## src/rtl/intc_pkg.sv

```systemverilog
package intc_pkg;
   localparam int SRC_PER_BANK = 32;
   localparam int MAX_BANKS    = 4;
   localparam int WIN_LSB      = 4;   // bank field starts above the 16-byte window
   localparam int BANK_FLD_W   = 2;

   typedef enum logic [1:0] {
      SEL_CAUSE = 2'd0,
      SEL_IRQ   = 2'd1,
      SEL_FIQ   = 2'd2,
      SEL_EP    = 2'd3
   } reg_sel_e;
endpackage

```

## src/rtl/intc_bank.sv

```systemverilog
module intc_bank
   import intc_pkg::*;
#(
   parameter int W = SRC_PER_BANK
) (
   input  logic         clk,
   input  logic         rst_n,
   input  logic         wr_en,
   input  reg_sel_e     sel,
   input  logic [31:0]  wdata,
   input  logic [W-1:0] src,
   output logic [W-1:0] irq_mask,
   output logic [W-1:0] fiq_mask,
   output logic [W-1:0] ep_mask,
   output logic [31:0]  rd_data
);
   always_ff @(posedge clk) begin
      if (!rst_n) begin
         irq_mask <= '0;
         fiq_mask <= '0;
         ep_mask  <= '0;
      end else if (wr_en) begin
         case (sel)
            SEL_IRQ: irq_mask <= wdata[W-1:0];
            SEL_FIQ: fiq_mask <= wdata[W-1:0];
            SEL_EP:  ep_mask  <= wdata[W-1:0];
            default: ;   // cause view is read-only
         endcase
      end
   end

   always_comb begin
      case (sel)
         SEL_CAUSE: rd_data = src;
         SEL_IRQ:   rd_data = irq_mask;
         SEL_FIQ:   rd_data = fiq_mask;
         default:   rd_data = ep_mask;
      endcase
   end
endmodule

```

## src/rtl/intc_lowest_enc.sv

```systemverilog
module intc_lowest_enc #(
   parameter int N     = 32,
   localparam int IW   = (N > 1) ? $clog2(N) : 1
) (
   input  logic [N-1:0] vec,
   output logic         found,
   output logic [IW-1:0] idx
);
   // Scan from the top down so the lowest set bit is assigned last and wins.
   always_comb begin
      found = 1'b0;
      idx   = '0;
      for (int i = N - 1; i >= 0; i--) begin
         if (vec[i]) begin
            found = 1'b1;
            idx   = IW'(i);
         end
      end
   end
endmodule

```

## src/rtl/banked_intc.sv

```systemverilog
module banked_intc
   import intc_pkg::*;
#(
   parameter int NUM_BANKS = 3,
   parameter int ADDR_W    = 8,
   localparam int SRC_N    = NUM_BANKS * SRC_PER_BANK,
   localparam int IDX_W    = $clog2(SRC_N)
) (
   input  logic             clk,
   input  logic             rst_n,
   input  logic [SRC_N-1:0] src_lvl,
   input  logic             bus_wr_en,
   input  logic [ADDR_W-1:0] bus_addr,
   input  logic [31:0]      bus_wdata,
   output logic [31:0]      bus_rdata,
   output logic             irq_o,
   output logic             fiq_o,
   output logic             pend_valid,
   output logic [IDX_W-1:0] pend_idx
);
   localparam int TOP_LSB = WIN_LSB + BANK_FLD_W;

   generate
      if (NUM_BANKS < 1 || NUM_BANKS > MAX_BANKS) begin : g_bad_banks
         $error("banked_intc: NUM_BANKS must be 1..4");
      end
      if (ADDR_W <= TOP_LSB) begin : g_bad_addr
         $error("banked_intc: ADDR_W must exceed the bank field");
      end
   endgenerate

   logic [BANK_FLD_W-1:0] bank_f;
   reg_sel_e              sel;
   logic                  hit;

   assign bank_f = bus_addr[TOP_LSB-1:WIN_LSB];
   assign sel    = reg_sel_e'(bus_addr[WIN_LSB-1:2]);
   assign hit    = (bus_addr[1:0] == 2'b00)
                && (bus_addr[ADDR_W-1:TOP_LSB] == '0)
                && (int'(bank_f) < NUM_BANKS);

   logic [SRC_N-1:0] irq_mask_all, fiq_mask_all, ep_mask_all;
   logic [31:0]      bank_rd [NUM_BANKS];

   for (genvar b = 0; b < NUM_BANKS; b++) begin : g_bank
      logic wr_b;
      assign wr_b = bus_wr_en && hit && (int'(bank_f) == b);
      intc_bank #(.W(SRC_PER_BANK)) u_bank (
         .clk     (clk),
         .rst_n   (rst_n),
         .wr_en   (wr_b),
         .sel     (sel),
         .wdata   (bus_wdata),
         .src     (src_lvl[b*SRC_PER_BANK +: SRC_PER_BANK]),
         .irq_mask(irq_mask_all[b*SRC_PER_BANK +: SRC_PER_BANK]),
         .fiq_mask(fiq_mask_all[b*SRC_PER_BANK +: SRC_PER_BANK]),
         .ep_mask (ep_mask_all[b*SRC_PER_BANK +: SRC_PER_BANK]),
         .rd_data (bank_rd[b])
      );
   end

   always_comb begin
      bus_rdata = '0;
      for (int b = 0; b < NUM_BANKS; b++) begin
         if (hit && int'(bank_f) == b) bus_rdata = bank_rd[b];
      end
   end

   logic [SRC_N-1:0] act_irq, act_fiq;
   logic             enc_found;
   logic [IDX_W-1:0] enc_idx;

   assign act_irq = src_lvl & irq_mask_all;
   assign act_fiq = src_lvl & fiq_mask_all;

   intc_lowest_enc #(.N(SRC_N)) u_enc (
      .vec  (act_irq),
      .found(enc_found),
      .idx  (enc_idx)
   );

   always_ff @(posedge clk) begin
      if (!rst_n) begin
         irq_o      <= 1'b0;
         fiq_o      <= 1'b0;
         pend_valid <= 1'b0;
         pend_idx   <= '0;
      end else begin
         irq_o      <= |act_irq;
         fiq_o      <= |act_fiq;
         pend_valid <= enc_found;
         pend_idx   <= enc_idx;
      end
   end
endmodule

```

## config.mk

```make
export PLATFORM = sky130hd
export DESIGN_NAME = banked_intc
export DESIGN_NICKNAME = d
export VERILOG_FILES = /design/src/rtl/intc_pkg.sv /design/src/rtl/intc_bank.sv /design/src/rtl/intc_lowest_enc.sv /design/src/rtl/banked_intc.sv
export SDC_FILE = /design/constraint.sdc
export NUM_CORES = 1
export LEC_CHECK = 0
export CELL_PAD_IN_SITES_DETAIL_PLACEMENT = 0
export CELL_PAD_IN_SITES_GLOBAL_PLACEMENT = 2
export CORE_UTILIZATION = 36
export CTS_BUF_LIST = sky130_fd_sc_hd__clkbuf_4
export DETAILED_ROUTE_END_ITERATION = 16
export DONT_BUFFER_PORTS = 1
export PLACE_DENSITY = 0.86
export SETUP_SLACK_MARGIN = 0.3
export SLEW_MARGIN = 10
export SYNTH_ARGS = -nofsm -noshare
export SYNTH_HDL_FRONTEND = slang
export SYNTH_SLANG_ARGS = --single-unit
```

## constraint.sdc

```tcl
create_clock -name clk -period 2.6 [get_ports clk]
set_clock_uncertainty 0.1 [all_clocks]
set_input_delay 0.52 -clock clk [delete_from_list [all_inputs] [get_ports clk]]
set_output_delay 0.52 -clock clk [all_outputs]
set_load 0.1 [all_outputs]
```

=== After elaboration in Yosys (flattened, before gate mapping) ===
Index checks and enable logic that the tools add are counted.

* Register bits: 298
* Input bits: 139
* Output and inout bits: 42
* Word-level logic and storage cells: 256

* Magnitude comparators: 1
* Equal/unequal tests: 5
* Multiplexer cells: 197
* Bitwise operators: 3
* Reduce and logical (&&, ||, !) cells: 31

{| class="wikitable"
|+ Operator list
! cell !! count
|-
| 32-bit case mux with 3 select lines || 3
|-
| 7-bit two-way mux || 32
|-
| 96-bit AND || 2
|-
| 6-bit two-way mux || 32
|-
| 96-bit OR reduction || 2
|-
| 1-bit two-way mux || 97
|-
| 32-bit two-way mux || 3
|-
| 5-bit two-way mux || 16
|-
| 65-bit OR reduction || 1
|-
| 33-bit OR reduction || 1
|-
| 4-bit two-way mux || 8
|-
| 2-bit AND reduction || 9
|-
| 17-bit OR reduction || 1
|-
| 3-bit two-way mux || 4
|-
| 1-bit logical AND || 9
|-
| 9-bit OR reduction || 1
|-
| 2-bit == test (second input constant) || 4
|-
| 2-bit zero test || 4
|-
| 5-bit OR reduction || 1
|-
| 2-bit two-way mux || 2
|-
| 3-bit OR reduction || 1
|-
| 2-bit by 1-bit == test with 1-bit output (second input constant) || 1
|-
| 2-bit < comparator (second input constant) || 1
|-
| 2-bit OR reduction || 1
|-
| 1-bit NOT || 1
|}

=== Depth between registers and ports, before layout ===
* Depth after elaboration: 97
* Gate-level depth with buffers: 8

=== By module ===
A second synthesis with hierarchy kept.

* Cell total of the unflattened synthesis: 1758
* Area, all modules: 16811.1 um^2

{| class="wikitable"
|+ By module, submodules not included
! module !! instances !! cells each !! area an instance (um^2)
|-
| intc_bank || 3 || 388 || 4380.5
|-
| banked_intc || 1 || 369 || 2428.6
|-
| intc_lowest_enc || 1 || 225 || 1241.2
|}

=== Worst setup path before layout ===
Ideal clock, no wire load.

* Path kind: input port to output port
* From: input port bus_addr[3]
* To: output port bus_rdata[12]
* Arrival time: 2.967 ns
* Required time: 1.980 ns
* Path slack: -0.987 ns
* Stages on the path: 7
* Path buffers: 4
* Path through: buf_2 buf_2 buf_2 buf_2 mux4_2 a21oi_1 nor2_1

* Cells in the longest elaborated chain, start to end: 5

{| class="wikitable"
|+ RTL lines
! item !! RTL line !! source
|-
| start: declaration || banked_intc.sv:13 || <nowiki>input logic [ADDR_W-1:0] bus_addr,</nowiki>
|-
| 2-bit == test, or another cell as far along || intc_bank.sv:33 || <nowiki>case (sel)</nowiki>
|-
| 32-bit case mux with 3 select lines || intc_bank.sv:33 ||
|-
| 32-bit two-way mux (2 in a row) || banked_intc.sv:65 || <nowiki>if (hit && int'(bank_f) == b) bus_rdata = bank_rd[b];</nowiki>
|-
| 32-bit two-way mux (*) || banked_intc.sv:65 ||
|-
| end: declaration || banked_intc.sv:15 || <nowiki>output logic [31:0] bus_rdata,</nowiki>
|}

Mark *: on every way between the ends. The rest lies on a longest branch, timed or not.

=== Final worst setup path ===
* From: register g_bank[0].u_bank.fiq_mask[1]
* To: output port bus_rdata[1]

* Cells in the longest elaborated chain, start to end: 4

{| class="wikitable"
|+ RTL lines
! item !! RTL line !! source
|-
| start: declaration || intc_bank.sv:13 || <nowiki>output logic [W-1:0] fiq_mask,</nowiki>
|-
| start signal: assignment || intc_bank.sv:25 || <nowiki>SEL_FIQ: fiq_mask <= wdata[W-1:0];</nowiki>
|-
| 32-bit case mux with 3 select lines || intc_bank.sv:33 ||
|-
| 32-bit two-way mux (3 in a row) || banked_intc.sv:65 ||
|}

Every way passes these cells.

==> reports/qor.csv <==
stage,metric,value,unit
status,status,"complete, but fails checks",
status,violations,setup timing,
worst_setup_path,slowest_stage,mux4_2,
power_and_ir_drop,ir_worst_vdd,0.320,mV
worst_setup_path,worstSetupStartpoint,g_bank[0].u_bank.fiq_mask[1],
timing,grt_setup_unrepaired,true,
worst_setup_path,crit_required,1980,ps
detailed_routing,drt-initial-drc-count,2244,
global_routing,grt_pass1_wl,109000,um
timing,max_freq,332,MHz
die,rows,76,
detailed_routing,ant_nets,0,
die,die_w,212,um
global_routing,overflow,0,
clock_tree,tritoncts,yes,
timing,worst_pin_slew,735,ps
worst_setup_path,critPathLaunchType,flip-flop,
power_and_ir_drop,p_leak,6.72,nW
detailed_routing,drc,0,
clock_tree,htreeDepth,3,
synth,synth_area_per_cell,8.25,sq um
worst_setup_path,worstPathCellList,mux4_2 > mux2i_2 > nor2_1 > a21oi_2 > nor2_4 > buf_12,
synth,synthFlopType,dfxtp_1,
power_and_ir_drop,p_per_area,495,nW/um^2
synth,synth_edf_count,0,
synth,ys_ff_latch,298,
synth,synth_nets,2059,
synth,ys_warn_count,0,
detailed_routing,wl_per_cell,28.0,um
global_routing,grt_pass1_vias,15527,
cells_and_area,final_common_cell,nand2_1,
worst_setup_path,timing.rr.end,pend_idx[3],
synth,syn_inst,1920,
cells_and_area,drive_above_1_share,32.7,%
synth,synthTopCellsByArea,"dfxtp_1 (38%), nand2_1 (15%), mux4_2 (14%)",
global_routing,grt_usage,33.9,%
synth,synthArstFlopShare,0,%
synth,netlist.area_leader.share,37.6,%
synth,yosysSeqAreaShare,37.6,%
clock_tree,clk_pin_slew,70,ps
clock_tree,cts-root-buf,clkbuf_4,
timing,period_needed,3010,ps
timing,setup_viol_count_final,32,
synth,post-synth-top-area-cell,dfxtp_1,
timing,finalHoldViolations,0,
clock_tree,cts_sinks,298,
die,dieHeight,212,um
timing,finalWorstSetupSlack,-408,ps
worst_setup_path,cp-end-kind,output port,
worst_setup_path,arrival,2390,ps
worst_setup_path,reg2reg_slack,290,ps
detailed_routing,num_vias,16336,
run,maxCapViolCount,0,
cells_and_area,final_cells,2713,
synth,synth_cell_types,63,
global_routing,grt_max_degree,140,
timing,slew_violations,0,
detailed_routing,dr.pass1.iters,6,
detailed_routing,finalWirelength,76100,um
worst_setup_path,crit_type,flip-flop to output port,
worst_setup_path,max_stage_delay,470,ps
timing,fin_crit_sh,116,%
die,initial_utilization,36.6,%
global_routing,antenna_found_initial,6,
synth,synth_area,15800,sq um
placed_design,place_congestion,1.05,
clock_tree,clock_latency,830,ps
clock_tree,clockBufferDepth,3,
die,boundaryPins,181,
worst_setup_path,critical_path.max_fanout,2,
cells_and_area,area_growth_syn_to_layout,25.9,%
placed_design,port_buffers,0,
worst_setup_path,endpoint,bus_rdata[1],
die,core,43300,sq um
cells_and_area,nets,2200,
timing,slew_headroom,51.0,%
placed_design,dp_cells,2442,
worst_setup_path,timing.rr.start,g_bank[0].u_bank.irq_mask[25],
worst_hold_path,hold_class,input pin to flip-flop,
cells_and_area,most-common-layout-cells,"nand2_1 (628), a21oi_1 (276), dfxtp_1 (192), clkbuf_4 (131), buf_4 (128)",
placed_design,hpwlAfterDp,52100,um
timing,holdWs,71.8,ps
die,die-area,44900,sq um
clock_tree,numCtsBuffers,88,
worst_setup_path,worst-r2r-cell-count,8,
detailed_routing,vias_per_cell,6.02,
==> kinds of logic (layout without fill, tap and decap cells) <==
logic type / count (synthesis) / count (layout) / synth area share (%)
muxes: 128 / 128 / 15.7
buffers and inverters: 165 / 370 / 5.43
DFF: 298 / 298 / 37.6
AOI/OAI and AO/OA: 505 / 505 / 19.7
and+or+nand+nor: 824 / 824 / 21.6
other: 0 / 3 / 0
==> synthesized netlist by cell type (4+ instances only) <==
cell	instances
clkbuf_1	80
buf_4	33
nand4_1	16
nand3_1	23
a21oi_2	30
a222oi_1	8
buf_2	40
o211ai_1	8
a21oi_1	309
o21ai_0	9
inv_1	4
dfxtp_1	298
a32o_1	7
a31oi_1	4
nor3_1	5
a22oi_1	73
a32oi_1	8
a221oi_1	9
and2_1	7
a22o_1	18
nand2_2	30
nand2b_1	4
mux2i_1	32
nor2_1	79
nand2_1	630
nor4_1	4
mux4_2	96
a211oi_1	5
==> sequential cells by signal, indices dropped and copies added (netlist names) <==
register and cells:
fiq_o 1, irq_o 1, pend_valid 1, g_bank.u_bank.fiq_mask 96, pend_idx 7, g_bank.u_bank.ep_mask 96, g_bank.u_bank.irq_mask 96
==> critical path, delay by kind of cell, from the launching register on <==
kind | cells | cell delay (ps)
compound gates | 1 | 230
mux | 2 | 680
buf+inv | 1 | 180
simple gates | 2 | 140
flops | 1 | 340
==> power breakdown <==
group          switching, W  internal (W)
combinational      0.000391      0.000280
clock               0.00217       0.00249
sequential       0.00000587       0.00455
==> through the flow <==
stage               area, sq um  total power, W  setup TNS [ps]  worst slack [ps]  util (%)
global placement          17400         0.00517           -95.6             -95.6      40.2
floorplan                 16400         0.00526               0               101         -
detailed placement        17400         0.00517           -64.7             -64.7      40.2
CTS                       19700         0.00990          -11370              -424      45.6
global route              20000          0.0102          -12120              -463      46.1
finish                    20000         0.00988           -9750              -408      46.1
==> layer usage <==
layer / global-route usage, % / wire (um) / vias to the layer above
met3: 9.70 / 8770 / 191
met4: 16.9 / 3520 / 2
met1: 43.2 / 29400 / 7967
met2: 52.2 / 34400 / 1043
li1: - / - / 7133
met5: 0 / 11 / -
==> how the worst min path moves through the flow <==
stage                                             from                      endpoint  slack, ps  cells after the start
after floorplan           g_bank[0].u_bank.ep_mask[10]  g_bank[0].u_bank.ep_mask[10]        330                      2
after global placement    g_bank[2].u_bank.ep_mask[21]  g_bank[2].u_bank.ep_mask[21]        340                      2
after detailed placement  g_bank[2].u_bank.ep_mask[13]  g_bank[2].u_bank.ep_mask[13]        340                      2
after CTS                                   src_lvl[8]                   pend_idx[1]          3                      5
after global routing                        src_lvl[0]                   pend_idx[6]         80                      4
final                                      src_lvl[13]                   pend_idx[1]         70                      5
==> repair_timing <==
item,CTS,global route
pin swaps,50,49
gates resized for setup,146,47
hold endpoints to repair,294,0
setup buffers,65,9
hold buffers,40,0
setup endpoints to repair,35,40
==> layout make-up <==
cell class	count	area, sq um
antenna	3	7.51
clock buffer	131	983
clock inverter	23	144
fill	4214	23300
inverter	4	22.5
multi-input combinational	1457	9690
sequential	298	6160
tap	585	732
timing repair buffer	212	2220
Power figures use the tool's default switching activity.
